**config.mk**
```make
export PLATFORM = sky130hd
export DESIGN_NAME = page_walker
export DESIGN_NICKNAME = d
export VERILOG_FILES = /design/src/rtl/ptw_pkg.sv /design/src/rtl/ptw_canon.sv /design/src/rtl/ptw_index.sv /design/src/rtl/ptw_leaf.sv /design/src/rtl/page_walker.sv
export SDC_FILE = /design/constraint.sdc
export NUM_CORES = 1
export LEC_CHECK = 0
export BUFFER_PORTS_ARGS = -buffer_cell sky130_fd_sc_hd__buf_4
export CORE_UTILIZATION = 45
export CTS_BUF_LIST = sky130_fd_sc_hd__clkbuf_2
export DETAILED_ROUTE_END_ITERATION = 6
export PLACE_DENSITY = 0.75
export SLEW_MARGIN = 20
export SYNTH_ARGS = -nofsm -noshare
export SYNTH_HDL_FRONTEND = slang
export SYNTH_SLANG_ARGS = --single-unit
```
**constraint.sdc**
```tcl
create_clock -name clk -period 5.44 [get_ports clk]
set_clock_uncertainty 0.15 [all_clocks]
set_input_delay 0.272 -clock clk [delete_from_list [all_inputs] [get_ports clk]]
set_output_delay 0.272 -clock clk [all_outputs]
set_load 0.005 [all_outputs]
```
**src/rtl/ptw_pkg.sv**
```systemverilog
package ptw_pkg;
    typedef enum logic [1:0] {
        S_IDLE,
        S_REQ,
        S_WAIT,
        S_FIN
    } walk_state_t;

    localparam int PTE_VALID_BIT = 0;
    localparam int PTE_TABLE_BIT = 1;
endpackage

```
**src/rtl/ptw_canon.sv**
```systemverilog
// Sign-extension check on the bits at and above the top virtual-address bit.
module ptw_canon #(
    parameter int XLEN    = 64,
    parameter int VA_BITS = 39
) (
    input  logic [XLEN-VA_BITS:0] va_top,
    output logic                  canon_ok
);
    generate
        if (VA_BITS >= XLEN) begin : g_full
            assign canon_ok = 1'b1;
        end else begin : g_check
            assign canon_ok = (&va_top) | ~(|va_top);
        end
    endgenerate
endmodule

```
**src/rtl/ptw_index.sv**
```systemverilog
// Entry address for the current level and its range check.
module ptw_index #(
    parameter int              XLEN      = 64,
    parameter int              PG_SHIFT  = 12,
    parameter int              IDX_BITS  = 9,
    parameter int              PTE_BYTES = 8,
    parameter longint unsigned MEM_BYTES = 64'h4000_0000,
    parameter int              SH_W      = 8
) (
    input  logic [XLEN-1:0] base,
    input  logic [XLEN-1:0] vaddr,
    input  logic [SH_W-1:0] shift,
    output logic [XLEN-1:0] entry_addr,
    output logic            entry_in_mem
);
    localparam logic [XLEN-1:0] IDX_MASK = (XLEN'(1) << IDX_BITS) - XLEN'(1);

    logic [XLEN-1:0] idx;

    always_comb begin
        idx          = (vaddr >> (PG_SHIFT + int'(shift))) & IDX_MASK;
        entry_addr   = base + idx * XLEN'(PTE_BYTES);
        entry_in_mem = entry_addr < XLEN'(MEM_BYTES);
    end
endmodule

```
**src/rtl/ptw_leaf.sv**
```systemverilog
// Folds uncovered page-number bits into a leaf and checks its physical page.
module ptw_leaf #(
    parameter int              XLEN      = 64,
    parameter int              PG_SHIFT  = 12,
    parameter longint unsigned MEM_BYTES = 64'h4000_0000,
    parameter int              SH_W      = 8
) (
    input  logic [XLEN-1:0] entry,
    input  logic [XLEN-1:0] vaddr,
    input  logic [SH_W-1:0] shift,
    output logic [XLEN-1:0] leaf_pte,
    output logic            leaf_in_mem
);
    localparam logic [XLEN-1:0] OFF_MASK = (XLEN'(1) << PG_SHIFT) - XLEN'(1);

    logic [XLEN-1:0] vpn;
    logic [XLEN-1:0] low_mask;

    always_comb begin
        vpn         = vaddr >> PG_SHIFT;
        low_mask    = (XLEN'(1) << shift) - XLEN'(1);
        leaf_pte    = entry | ((vpn & low_mask) << PG_SHIFT);
        leaf_in_mem = (leaf_pte & ~OFF_MASK) < XLEN'(MEM_BYTES);
    end
endmodule

```
**src/rtl/page_walker.sv**
```systemverilog
module page_walker
    import ptw_pkg::*;
#(
    parameter int              XLEN      = 64,
    parameter int              PG_SHIFT  = 12,
    parameter int              IDX_BITS  = 9,
    parameter int              LEVELS    = 3,
    parameter int              PTE_BYTES = 8,
    parameter longint unsigned MEM_BYTES = 64'h4000_0000
) (
    input  logic            clk,
    input  logic            rst_n,
    input  logic            start_i,
    input  logic [XLEN-1:0] vaddr_i,
    input  logic [XLEN-1:0] root_base_i,
    output logic            busy_o,
    output logic            done_o,
    output logic            fault_o,
    output logic [XLEN-1:0] pte_o,
    output logic            mem_req_valid_o,
    output logic [XLEN-1:0] mem_req_addr_o,
    input  logic            mem_req_ready_i,
    input  logic            mem_rsp_valid_i,
    input  logic [XLEN-1:0] mem_rsp_data_i
);
    localparam int VA_BITS = PG_SHIFT + LEVELS * IDX_BITS;
    localparam int LVL_W   = (LEVELS > 1) ? $clog2(LEVELS) : 1;
    localparam int SH_W    = 8;
    localparam logic [XLEN-1:0] OFF_MASK = (XLEN'(1) << PG_SHIFT) - XLEN'(1);

    walk_state_t      state_q, state_d;
    logic [LVL_W-1:0] lvl_q, lvl_d;
    logic [XLEN-1:0]  base_q, base_d;
    logic [XLEN-1:0]  va_q, va_d;
    logic [XLEN-1:0]  res_q, res_d;
    logic             flt_q, flt_d;

    logic [SH_W-1:0]  cur_shift;
    logic             canon_ok;
    logic [XLEN-1:0]  entry_addr;
    logic             entry_in_mem;
    logic [XLEN-1:0]  leaf_pte;
    logic             leaf_in_mem;
    logic             last_lvl;

    assign cur_shift = SH_W'((LEVELS - 1 - int'(lvl_q)) * IDX_BITS);
    assign last_lvl  = (lvl_q == LVL_W'(LEVELS - 1));

    ptw_canon #(.XLEN(XLEN), .VA_BITS(VA_BITS)) u_canon (
        .va_top   (vaddr_i[XLEN-1:VA_BITS-1]),
        .canon_ok (canon_ok)
    );

    ptw_index #(
        .XLEN(XLEN), .PG_SHIFT(PG_SHIFT), .IDX_BITS(IDX_BITS),
        .PTE_BYTES(PTE_BYTES), .MEM_BYTES(MEM_BYTES), .SH_W(SH_W)
    ) u_index (
        .base         (base_q),
        .vaddr        (va_q),
        .shift        (cur_shift),
        .entry_addr   (entry_addr),
        .entry_in_mem (entry_in_mem)
    );

    ptw_leaf #(
        .XLEN(XLEN), .PG_SHIFT(PG_SHIFT), .MEM_BYTES(MEM_BYTES), .SH_W(SH_W)
    ) u_leaf (
        .entry       (mem_rsp_data_i),
        .vaddr       (va_q),
        .shift       (cur_shift),
        .leaf_pte    (leaf_pte),
        .leaf_in_mem (leaf_in_mem)
    );

    // State register and walk context
    always_ff @(posedge clk or negedge rst_n) begin
        if (!rst_n) begin
            state_q <= S_IDLE;
            lvl_q   <= '0;
            base_q  <= '0;
            va_q    <= '0;
            res_q   <= '0;
            flt_q   <= 1'b0;
        end else begin
            state_q <= state_d;
            lvl_q   <= lvl_d;
            base_q  <= base_d;
            va_q    <= va_d;
            res_q   <= res_d;
            flt_q   <= flt_d;
        end
    end

    // Transitions
    always_comb begin
        state_d = state_q;
        lvl_d   = lvl_q;
        base_d  = base_q;
        va_d    = va_q;
        res_d   = res_q;
        flt_d   = flt_q;
        unique case (state_q)
            S_IDLE: begin
                if (start_i) begin
                    va_d   = vaddr_i;
                    base_d = root_base_i;
                    lvl_d  = '0;
                    res_d  = '0;
                    flt_d  = !canon_ok;
                    state_d = canon_ok ? S_REQ : S_FIN;
                end
            end
            S_REQ: begin
                if (!entry_in_mem) begin
                    flt_d   = 1'b1;
                    state_d = S_FIN;
                end else if (mem_req_ready_i) begin
                    state_d = S_WAIT;
                end
            end
            S_WAIT: begin
                if (mem_rsp_valid_i) begin
                    if (!mem_rsp_data_i[PTE_VALID_BIT]) begin
                        flt_d   = 1'b1;
                        state_d = S_FIN;
                    end else if (mem_rsp_data_i[PTE_TABLE_BIT]) begin
                        if (last_lvl) begin
                            flt_d   = 1'b1;
                            state_d = S_FIN;
                        end else begin
                            base_d  = mem_rsp_data_i & ~OFF_MASK;
                            lvl_d   = lvl_q + LVL_W'(1);
                            state_d = S_REQ;
                        end
                    end else begin
                        if (leaf_in_mem) begin
                            res_d = leaf_pte;
                        end else begin
                            flt_d = 1'b1;
                        end
                        state_d = S_FIN;
                    end
                end
            end
            S_FIN: begin
                state_d = S_IDLE;
            end
            default: state_d = S_IDLE;
        endcase
    end

    // Outputs
    always_comb begin
        busy_o          = (state_q != S_IDLE);
        done_o          = (state_q == S_FIN);
        fault_o         = flt_q;
        pte_o           = res_q;
        mem_req_valid_o = (state_q == S_REQ) && entry_in_mem;
        mem_req_addr_o  = entry_addr;
    end
endmodule

```
==> flow_summary.toml <==
[worst_hold_path]
holdPathEnd = "va_q[20]"
hp-class = "in2reg"
hold_path_depth = 3
min-delay-start = "vaddr_i[20]"

[sta]
max-slew-margin-rel_pct = 37.4
fmaxAchievable_mhz = 179
finalCriticalPeriod_ns = 5.60
tns_ns = -0.161
period_share_pct = 103
setup_violations = 1
hold_viol_final = 0
worst_slack_ns = -0.161
worst_pin_slew_ns = 0.935
rsz0062_at_grt = "yes"
finalMaxSlewViolations = 0

[setup_path]
critical_path.max_fanout = 5
critPathKind = "reg2out"
cp_cell_sequence = "inv_1, ha_2, buf_6, mux4_2, mux2i_1, nor2_1, ha_1, nand3_1, nor2_4, o2111ai_4, buf_6, a211o_1, or3_1, o31a_1, or4b_4, nor4_4, buf_4"
cp_data_required_time_ns = 5.02
reg2reg_slack_ns = 0.46
r2r_end = "fault_o"
end_kind = "output port"
r2r.worst_path.cells = 21
start_kind = "register"
max_stage_delay_ns = 0.56
crit_arrival_ns = 5.18
slowest_stage = "or4b_4"
r2r_start = "lvl_q[1]"
cp-startpoint = "lvl_q[1]"
critPathMostFrequentCell = "buf_6"

[detailed_routing]
post-route-drc-count = 0
first_pass_iters = 5
wl_um = 38700
route.met3.wl_um = 2920
met2_length_um = 19400
detail-route-antenna-nets = 0
drtIter0Drc = 789
num_vias = 10600
dr.max_layer_used = "met4"
drt-vias-per-instance = 5.60
wire_per_inst_um = 20.4
met1_length_um = 14800

[finish]
finalNonFillerCells = 1892
nNetsFinal = 1807
fillers = 1586
layout-drive-gt1-share_pct = 32.3
syn2layout_area_growth_pct = 55.3

[floorplan]
die_w_um = 154
die_y_um = 154
coreArea_mm2 = 0.0226
dieArea_mm2 = 0.0236
io_pins = 329
rows = 55
initial_core_util_pct = 45.8

[power]
leakage_nw = 7.45
power_density_mw_per_mm2 = 505
irDropWorstVdd_uv = 342

[logic_synthesis]
yosysSeqAreaShare_pct = 44.7
synth_cells = 1045
ys_top_cells_by_area = "dfrtp_1 45%, mux2_2 6.8%, mux2i_1 6.5%"
synth_edf_count = 0
async_flop_share_pct = 100
yosysMostFrequentCell = "dfrtp_1"
synthDominantCellAreaShare_pct = 44.7
syn_area_per_cell_um2 = 9.92
syn-num-nets = 1260
synth_cell_types = 54
ys.flop_type = "dfrtp_1"
synth_seq_cells = 185
netlist_top_cells_count = "185 x dfrtp_1, 113 x nand2_1, 81 x o21ai_0, 67 x mux2i_1, 63 x mux2_2"
yosysTopAreaCell = "dfrtp_1"
syn-cell-area_mm2 = 0.0104
synth_warnings = 0

[place]
gp_congestion = 0.955
port_buffers = 316
dp_hpwl_um = 24800
place_inst = 1601

[clocking]
cts_tree = "built"
path_clk_slew_ns = 0.33
cts.sinks = 185
clock_latency_ns = 0.81
clockBufferDepth = 2
cts_buffers = 17
cts.htree.levels = 4
cts-root-buf = "clkbuf_2"

[global_routing]
antenna_found_initial = 3
grt_pass1_vias = 10900
grt.overflow.total = 0
grt_max_degree = 119
grt_usage_pct = 32.5
grt_pass1_wl_um = 59400

[status]
status = "finished with violations"
violations = "setup timing"

[job]
max_cap_viol_count = 0
[cell type report]
type / count / area [µm²] / share of cell area [%]
Clock buffer: 17 / 85.1 / 0.529
Clock inverter: 15 / 174 / 1.08
Timing Repair Buffer: 590 / 5110 / 31.8
Tap cell: 285 / 357 / 2.22
Inverter: 34 / 128 / 0.793
Antenna cell: 2 / 5.00 / 0.0311
Multi-Input combinational cell: 764 / 5600 / 34.8
Sequential cell: 185 / 4630 / 28.8
[worst max path at each step]
| stage | to | slack [ns] | cells past startpoint |
|---|---|---|---|
| after floorplan | fault_o | 0.31 | 17 |
| after CTS | mem_req_valid_o | -0.10 | 16 |
| after global placement | mem_req_valid_o | 0.18 | 16 |
| final | mem_req_valid_o | -0.16 | 17 |
| after detailed placement | mem_req_valid_o | 0.17 | 16 |
| after global routing | mem_req_valid_o | -0.44 | 17 |
[flip-flops by register name (all words and copies together) (netlist names)]
name,flops
fault_o,1
lvl_q,2
pte_o,64
va_q,52
state_q,2
base_q,64
[power breakdown]
group | internal, W | leakage (nW) | total, W | switching, W
Clock | 0.000200 | 0.153 | 0.000776 | 0.000577
Sequential | 0.00189 | 2.35 | 0.00252 | 0.000636
Combinational | 0.00242 | 4.95 | 0.00483 | 0.00241
[cells by family after synthesis]
| family | Yosys count | share of synthesized area [%] |
|---|---|---|
| and+or+nand+nor | 383 | 18.7 |
| AOI/OAI and AO/OA | 152 | 8.63 |
| DFF | 185 | 44.7 |
| xor gates and xnor gates | 67 | 5.66 |
| adders and majority gates | 18 | 2.25 |
| muxes | 144 | 16.4 |
| buffers and inverters | 96 | 3.67 |
[worst max-delay path, delay by kind of cell, from the launching register on]
family                   cells  cell delay [ns]
AO/OA/AOI/OAI                3             0.58
flip-flops                   1             0.45
adder cells (fa/ha/maj)      2             0.54
AND/OR/NAND/NOR              6             1.53
buffers and inverters        4             0.55
multiplexers                 2             0.75
[layout by cell type, fill, tap and decap left out, drive strengths merged, types with 42 or more instances in the layout]
master,n
nand2,113
inv,43
buf,362
nor2b,45
nand3,52
xor2,42
mux2i,67
mux2,63
nor2,55
o21ai,81
dfrtp,185
dlygate4sd3,225
[per-layer routing]
metal / global-route usage [%] / up-vias
li1: - / 4793
met1: 38.6 / 5112
met5: 0 / -
met4: 12.2 / 0
met3: 7.22 / 127
met2: 57.4 / 560
[metrics by stage]
stage	total power, W	worst slack (ns)	hold WS [ns]	instance area, µm²	util [%]
final	0.00813	-0.161	0.0746	16100	71.1
after global routing	0.00862	-0.441	0.00213	16100	71.1
after CTS	0.00779	-0.102	0.00674	15900	70.1
after detailed placement	0.00653	0.174	0.164	13000	57.5
after global placement	0.00642	0.182	0.161	13000	57.5
after floorplan	0.00477	0.309	-0.174	10400	-
[what timing repair did]
item,in CTS,in global routing
setup buffers,18,8
cloned,3,1
pin swaps,22,16
setup endpoints to repair,3,8
resized for setup,34,21
hold endpoints to repair,359,0
hold buffers,227,0
(Power assumes the default switching activity.)
